## config.mk

```make
export PLATFORM = sky130hd
export DESIGN_NAME = ct_modetimer
export DESIGN_NICKNAME = d
export VERILOG_FILES = /design/src/rtl/ct_pkg.sv /design/src/rtl/ct_cmd.sv /design/src/rtl/ct_down.sv /design/src/rtl/ct_wave.sv /design/src/rtl/ct_modetimer.sv
export SDC_FILE = /design/constraint.sdc
export NUM_CORES = 1
export LEC_CHECK = 0
export BUFFER_PORTS_ARGS = -buffer_cell sky130_fd_sc_hd__buf_2
export CORE_UTILIZATION = 54
export DETAILED_ROUTE_END_ITERATION = 10
export PLACE_DENSITY = 0.78
export SYNTH_ARGS = -nofsm -noshare
export SYNTH_HDL_FRONTEND = slang
export SYNTH_SLANG_ARGS = --single-unit
```

## constraint.sdc

```tcl
create_clock -name clk -period 2.28 [get_ports clk]
set_input_delay 0.228 -clock clk [delete_from_list [all_inputs] [get_ports clk]]
set_output_delay 0.228 -clock clk [all_outputs]
set_load 0.01 [all_outputs]
```

## src/rtl/ct_pkg.sv

```systemverilog
package ct_pkg;
  typedef enum logic {
    CT_ONESHOT = 1'b0,
    CT_SQUARE  = 1'b1
  } ct_mode_e;
endpackage

```

## src/rtl/ct_cmd.sv

```systemverilog
// Command resolution: stop dominates start; tracks the running state.
module ct_cmd (
  input  logic clk,
  input  logic rst_n,
  input  logic start,
  input  logic stop,
  output logic load,
  output logic halt,
  output logic run
);
  assign halt = stop;
  assign load = start & ~stop;

  always_ff @(posedge clk or negedge rst_n) begin
    if (!rst_n)    run <= 1'b0;
    else if (halt) run <= 1'b0;
    else if (load) run <= 1'b1;
  end

  // a simultaneous start and stop leaves the block idle
  a_r9_stop_wins: assert property (@(posedge clk) disable iff (!rst_n)
    (start && stop) |=> !run);
endmodule

```

## src/rtl/ct_down.sv

```systemverilog
// Down-counter register and expiry event.
module ct_down #(
  parameter int W = 16
) (
  input  logic             clk,
  input  logic             rst_n,
  input  logic             load,
  input  logic             halt,
  input  logic             run,
  input  logic             tick,
  input  ct_pkg::ct_mode_e mode,
  input  logic [W-1:0]     preload,
  output logic [W-1:0]     count,
  output logic             term
);
  localparam logic [W-1:0] ONE = W'(1);

  // Preloads of 0 and 1 both act as the one-pulse minimum period.
  function automatic logic [W-1:0] eff_load(input logic [W-1:0] p);
    return (p < W'(2)) ? ONE : p;
  endfunction

  // Value after one enabled step. At expiry, square-wave mode reloads
  // and one-shot mode falls to zero (and later wraps).
  function automatic logic [W-1:0] step(input logic [W-1:0] c,
                                        input logic [W-1:0] rl,
                                        input logic         sq);
    if (c == ONE) return sq ? rl : '0;
    return c - ONE;
  endfunction

  logic advance;
  assign advance = run & tick & ~load & ~halt;
  assign term    = advance & (count == ONE);

  always_ff @(posedge clk or negedge rst_n) begin
    if (!rst_n)       count <= '0;
    else if (load)    count <= eff_load(preload);
    else if (advance) count <= step(count, eff_load(preload), mode == ct_pkg::CT_SQUARE);
  end

  // no enable pulse and no load -> count unchanged
  a_r3_hold: assert property (@(posedge clk) disable iff (!rst_n)
    (!tick && !load) |=> $stable(count));
  // a load never leaves a zero count
  a_r7_nonzero_load: assert property (@(posedge clk) disable iff (!rst_n)
    load |=> (count != '0));
endmodule

```

## src/rtl/ct_wave.sv

```systemverilog
// Output level and sticky terminal flag.
module ct_wave (
  input  logic             clk,
  input  logic             rst_n,
  input  logic             load,
  input  logic             halt,
  input  logic             term,
  input  ct_pkg::ct_mode_e mode,
  output logic             out_level,
  output logic             tc_flag
);
  logic sq;
  assign sq = (mode == ct_pkg::CT_SQUARE);

  always_ff @(posedge clk or negedge rst_n) begin
    if (!rst_n) begin
      out_level <= 1'b1;
      tc_flag   <= 1'b0;
    end else if (halt) begin
      out_level <= 1'b1;
      tc_flag   <= 1'b0;
    end else if (load) begin
      if (sq) out_level <= 1'b1;
    end else if (term) begin
      tc_flag   <= 1'b1;
      out_level <= sq ? ~out_level : 1'b0;
    end
  end

  // stop restores a high output and a clear flag
  a_r6_stop_clears: assert property (@(posedge clk) disable iff (!rst_n)
    halt |=> (out_level && !tc_flag));
  // the flag is sticky until stop
  a_r8_tc_sticky: assert property (@(posedge clk) disable iff (!rst_n)
    (tc_flag && !halt) |=> tc_flag);
  // a one-shot low output stays low until stop
  a_r5_low_sticky: assert property (@(posedge clk) disable iff (!rst_n)
    (!sq && !out_level && !halt) |=> !out_level);
  // every square-wave expiry flips the output
  a_r4_toggle: assert property (@(posedge clk) disable iff (!rst_n)
    (term && sq) |=> (out_level != $past(out_level)));
endmodule

```

## src/rtl/ct_modetimer.sv

```systemverilog
module ct_modetimer #(
  parameter int W = 16
) (
  input  logic         clk,
  input  logic         rst_n,
  input  logic [W-1:0] preload,
  input  logic         mode,
  input  logic         start,
  input  logic         stop,
  input  logic         tick,
  output logic         out_level,
  output logic         tc_flag
);
  import ct_pkg::*;

  ct_mode_e     mode_e;
  logic         load, halt, run, term;
  logic [W-1:0] count;

  assign mode_e = ct_mode_e'(mode);

  ct_cmd u_cmd (
    .clk(clk), .rst_n(rst_n), .start(start), .stop(stop),
    .load(load), .halt(halt), .run(run)
  );

  ct_down #(.W(W)) u_down (
    .clk(clk), .rst_n(rst_n), .load(load), .halt(halt), .run(run),
    .tick(tick), .mode(mode_e), .preload(preload),
    .count(count), .term(term)
  );

  ct_wave u_wave (
    .clk(clk), .rst_n(rst_n), .load(load), .halt(halt), .term(term),
    .mode(mode_e), .out_level(out_level), .tc_flag(tc_flag)
  );

  // nothing expires while idle
  a_r1_idle_quiet: assert property (@(posedge clk) disable iff (!rst_n)
    !run |-> !term);
endmodule

```

Yosys cells after proc, flatten, opt, wreduce, memory -nomap -nowiden. Cells that the tools add are included.

Input port bits: 22. Bits in read-only memories: 0. Memories: 0. Register bits after elaboration: 19. Output and inout port bits: 2. Bits in writable memories: 0. Bits in latches: 0.

Shifts and indexed selects: 0. Eq/ne operators: 3. Bitwise operators: 8. Mux-type cells: 19. Reductions and logical operators: 6. $add $sub $neg: 1. Divide/modulo/power cells: 0. Order comparisons: 1. Multiply operators: 0.

Operators with widths (count): $mux W16 (6); $eq A16 B1 Y1 const B (1); $lt A16 B2 Y1 const B (1); $sub A16 B1 Y16 const B (1); $mux W1 (13); $reduce_bool A2 Y1 (3); $and A1 B1 Y1 (5); $reduce_and A2 Y1 (2); $ne A3 B3 Y1 const B (1); $not A1 Y1 (3); $reduce_bool A3 Y1 (1); $ne A2 B2 Y1 const B (1).

Depth between registers and ports, before layout.
Depth in word-level cells: 10. Gate-level depth with buffers: 8. Mapped depth without buffers: 7.

Hierarchy. Synthesis repeated with hierarchy kept, for this count alone.

Cell total of the unflattened synthesis: 147. Area, all modules: 1257.5 um^2.

By module, submodules not included: ct_down (cells an instance 135, area each 1119.8 um^2, sequential area each 400.4 um^2, times used 1); ct_wave (cells an instance 8, area each 88.8 um^2, sequential area each 51.3 um^2, times used 1); ct_cmd (cells an instance 4, area each 48.8 um^2, sequential area each 25.0 um^2, times used 1).

Worst setup path after synthesis. No wires, ideal clock.

Path type: register -> register. From: reg u_down.count[12]. To: reg u_down.count[2]. Buffers on the path: 1. Library setup time: 126 ps. Data required time: 2154 ps. Cell stages (with the launch flop): 7. Arrival: 1932 ps. Period minus slack after synthesis: 2058 ps. Setup slack: 222 ps. Cell sequence: dfrtp_1 or4_1 buf_2 or3_4 o21ai_2 o21ai_1 a221o_1.

Cells in the longest elaborated chain, start to end: 7.

Ends and longest elaborated chain: start: declaration (RTL line ct_down.sv:13) `output logic [W-1:0] count,`; start signal: assignment (RTL line ct_down.sv:38) `else if (load) count <= eff_load(preload);`; start signal: assignment (RTL line ct_down.sv:39) `else if (advance) count <= step(count, eff_load(preload), mode == ct_pkg::CT_SQUARE);`; $eq A16 B1 Y1 (RTL line ct_down.sv:28) `if (c == ONE) return sq ? rl : '0;`; $mux W1 (RTL line ct_down.sv:28); $mux W1 (RTL line ct_down.sv:39); $mux W1 (RTL line ct_down.sv:38); $mux W16 (RTL line ct_down.sv:29) `return c - ONE;`; $mux W16 (RTL line ct_down.sv:39); $mux W16 (RTL line ct_down.sv:38).

No other way between the ends. The select of a mux whose other input is x is not followed. A chain may end at the register's enable or synchronous reset.

Worst setup path after layout.
From: reg u_down.count[1]. To: reg u_down.count[2].

Cells in the longest elaborated chain, start to end: 7. Elaborated cells between the ends (all ways): 8. Those cells by class: 1 x add/sub; 1 x eq/ne; 6 x mux.

Ends and longest elaborated chain (RTL line): branches (longest 4 deep; another with $sub A16 B1 Y16); $mux W16 * (ct_down.sv:29); $mux W16 * (ct_down.sv:39); $mux W16 * (ct_down.sv:38).

Mark *: on every way between the ends. The select of a mux whose other input is x is not followed.

==> results.md <==
- Status: completed
- Largest net degree at the start of global routing: 20
- WHS Endpoint: u_down.count[5]
- Slew at the pin closest to its max-slew limit: roughly 460 ps
- Filler cell count: around 210
- CTS H-tree lvls: 1
- Antenna Nets Post-Route: 0
- Worst path max stage delay: between 400 and 500 ps
- R2R setup slack: ~130 ps
- Setup TNS: 0 ps
- Final estimated routing congestion in global placement: ~0.9
- Worst-path clk slew: around 130 ps
- WP data required: 2500 ps
- Syn Area/Cell: about 8.4 sq um
- Post-synth ARST share: 100%
- Nets: approximately 200
- Final hold viol count: 0
- Worst r2r src: u_down.count[1]
- Slew Limit Headroom: a little over two thirds
- Die X: ~50 um
- Drt pass-1 iters: 4
- Core ar.: roughly 2200 sq um
- CTS max path bufs: 2
- Endpoints failing setup: 0
- I/O Buffers: 23
- Synth-to-layout area growth: 15.8%
- R2r worst-path depth: 7
- Final Cycle Share: ~94%
- Synthesis warning total: 0
- Share of the yosys chip area belonging to registers: 37.9%
- Critical R2R Capture: u_down.count[2]
- Seq cells post-synth: 19
- Clk sinks: 19
- Post-synth EDFFs: 0
- Synth Instances: 150
- Worst Path Arrival: between 2000 and 2500 ps
- Total CTS buffers: 3
- Boundary pin count: 24
- Largest fanout on the critical path: 7
- DR WL/cell: approximately 17 um
- DRC viols: 0
- Via density per instance: 6.33
- Die height: 50.2 um
- Max_cap viols: 0
- Top cells by area, synth: dfrtp_1 36%, nand2_1 6.0%, nor4_1 4.0%
- Unrepaired setup endpoints after global routing: false
- DIE AREA: about 2500 sq um
- Synth Flop Type: dfrtp_1
- Hold crit path type: primary input to flop
- Worst hold margin: about 130 ps
- Max VDD drop: 0.593 mV
- Placed instance area: about 1400 sq um
- Syn Std Cell Area: 1260 sq um
- CP startpoint kind: flop
- Rows: 17
- First-pass GRT wire length: 5680 um
- Initial Utilization: between 50% and 60%
- Routed wire length: ~3400 um
- Proportion of layout cells with a drive suffix above 1: around a quarter
- Vias in the first global route: between 1k and 1.5k
- Synth top area share: between 30% and 40%
- Root buffer cell: clkbuf_4
- F_max: around 0.46 GHz
- Worst-path cell chain: inv_1, ha_1, or2b_2, or3_4, o21ai_2, nor2_1, a221o_1
- CTS tree: yes
- Power Density: around 680 nW/um^2
- Clock Latency Late Sink: 320 ps
- Final min period: about 2200 ps
- Multi-input gate area: 727 sq um
- Synth Net Count: about 170
- Tot GR Track Use: between 30 and 40%
- Via count: about 1.3k
- CP endpoint kind: flop
- Leak Pwr: approximately 0.58 nW
- Storage element area: roughly 480 sq um
- Hold_sp: preload[5]
- Final instance area: 1460 sq um
- Hold Path Stages: 3
- ANT cells: 0
- Crit path kind: flop to flop
- Initial antenna violation count: 0
- Slowest-stage cell, CP: dfrtp_1
- 1st-iter DRT viols: 78
- Post-DP HPWL: 2530 um
- Clock skew: between 10 and 15 ps
- Synth cell types: 44
- Pins Over Slew Limit: 0
- Area leader, netlist: dfrtp_1
- GRT overflow: 0
==> cells by family after synthesis <==
group	count (synthesis)	synth area share [%]
compound gates	41	23.0
buf+inv	12	4.68
xor+xnor	1	0.697
fa+ha+maj	2	1.99
flops	19	37.9
simple gates	75	31.7
==> cells in the mapped netlist (all sizes together), types with 3 or more instances <==
library cell,instances
nand2,20
o21ai,10
a21oi,9
nand3,7
nor2,11
inv,5
buf,5
a32oi,3
or2,3
nor4,8
nor3,9
or4,3
dfrtp,18
a221o,3
o211ai,5
==> area by class of cell <==
cell class | instances | area share, %
Clock buffer | 3 | 1.55
Clock inverter | 1 | 0.344
Inverter | 5 | 1.29
Multi-Input combinational cell | 119 | 50.0
Sequential cell | 19 | 32.8
Tap cell | 28 | 2.41
Timing Repair Buffer | 30 | 11.7
==> worst max-delay path: cells and delay by family (launching register included) <==
family	cells	cell delay (ps)
flip-flops	1	410
buffers and inverters	1	80
AO/OA/AOI/OAI	2	570
adder cells (fa/ha/maj)	1	190
AND/OR/NAND/NOR	3	790
==> sequential cells by signal (all words and copies together), names as in the netlist <==
signal	flops
u_wave.tc_flag	1
u_wave.out_level	1
u_cmd.run	1
u_down.count	16
==> per-stage QoR <==
step           setup WS (ps)  std cells  total power [mW]  utilization (%)
6_report                 126        205             0.989             65.8
5_1_grt                 44.4        205              1.05             65.8
4_1_cts                  120        205             0.975             65.5
3_5_place_dp             153        200             0.793             63.8
3_3_place_gp             210        200             0.780             63.8
2_1_floorplan            222        150             0.684                -
==> per-layer routing <==
layer  share of wire, %  track usage [%]  vias up
li1                   -                -      618
met1                 44             41.8      591
met2                 44             45.8       74
met3                9.6             3.33       15
met4                2.7             16.2        0
met5                  0                0        -
==> power breakdown <==
| part | internal, mW | switching [mW] |
|---|---|---|
| logic | 0.141 | 0.160 |
| clock network | 0.0658 | 0.123 |
| registers | 0.405 | 0.0931 |
| total | 0.612 | 0.377 |
==> what timing repair did <==
action	4_1_cts	5_1_grt
resized for setup	0	1
hold buffers	1	0
hold endpoints to repair	18	0
endpoints found under the setup margin	0	1
buffers inserted	0	0
==> placed cells by master, fill, tap and decap left out, drive strengths merged, types with 2 or more instances in the layout <==
cell type  Yosys  final
nand2b         2      2
dfrtp         18     18
o31ai          2      2
nand3          7      7
nand2         20     20
o211ai         5      5
or4            3      3
inv            5      5
or2b           2      2
a221o          3      3
or3            2      2
o311ai         2      2
a32oi          3      3
ha             2      2
a21oi          9      9
or2            3      3
nor2          11     11
nor4           8      8
buf            5     29
clkbuf         2      3
o21ai         10     10
nand4          2      2
nor3           9      9
o221ai         2      2
==> how the worst max path moves through the flow <==
| stage | from | end | slack [ps] |
|---|---|---|---|
| 2_1_floorplan | u_down.count[12] | u_down.count[2] | 220 |
| 3_3_place_gp | u_down.count[12] | u_down.count[3] | 210 |
| 3_5_place_dp | u_down.count[12] | u_down.count[2] | 150 |
| 4_1_cts | u_down.count[12] | u_wave.out_level | 120 |
| 5_1_grt | u_down.count[1] | u_down.count[2] | 40 |
| 6_report | u_down.count[1] | u_down.count[2] | 130 |
(Power assumes the default switching activity.)
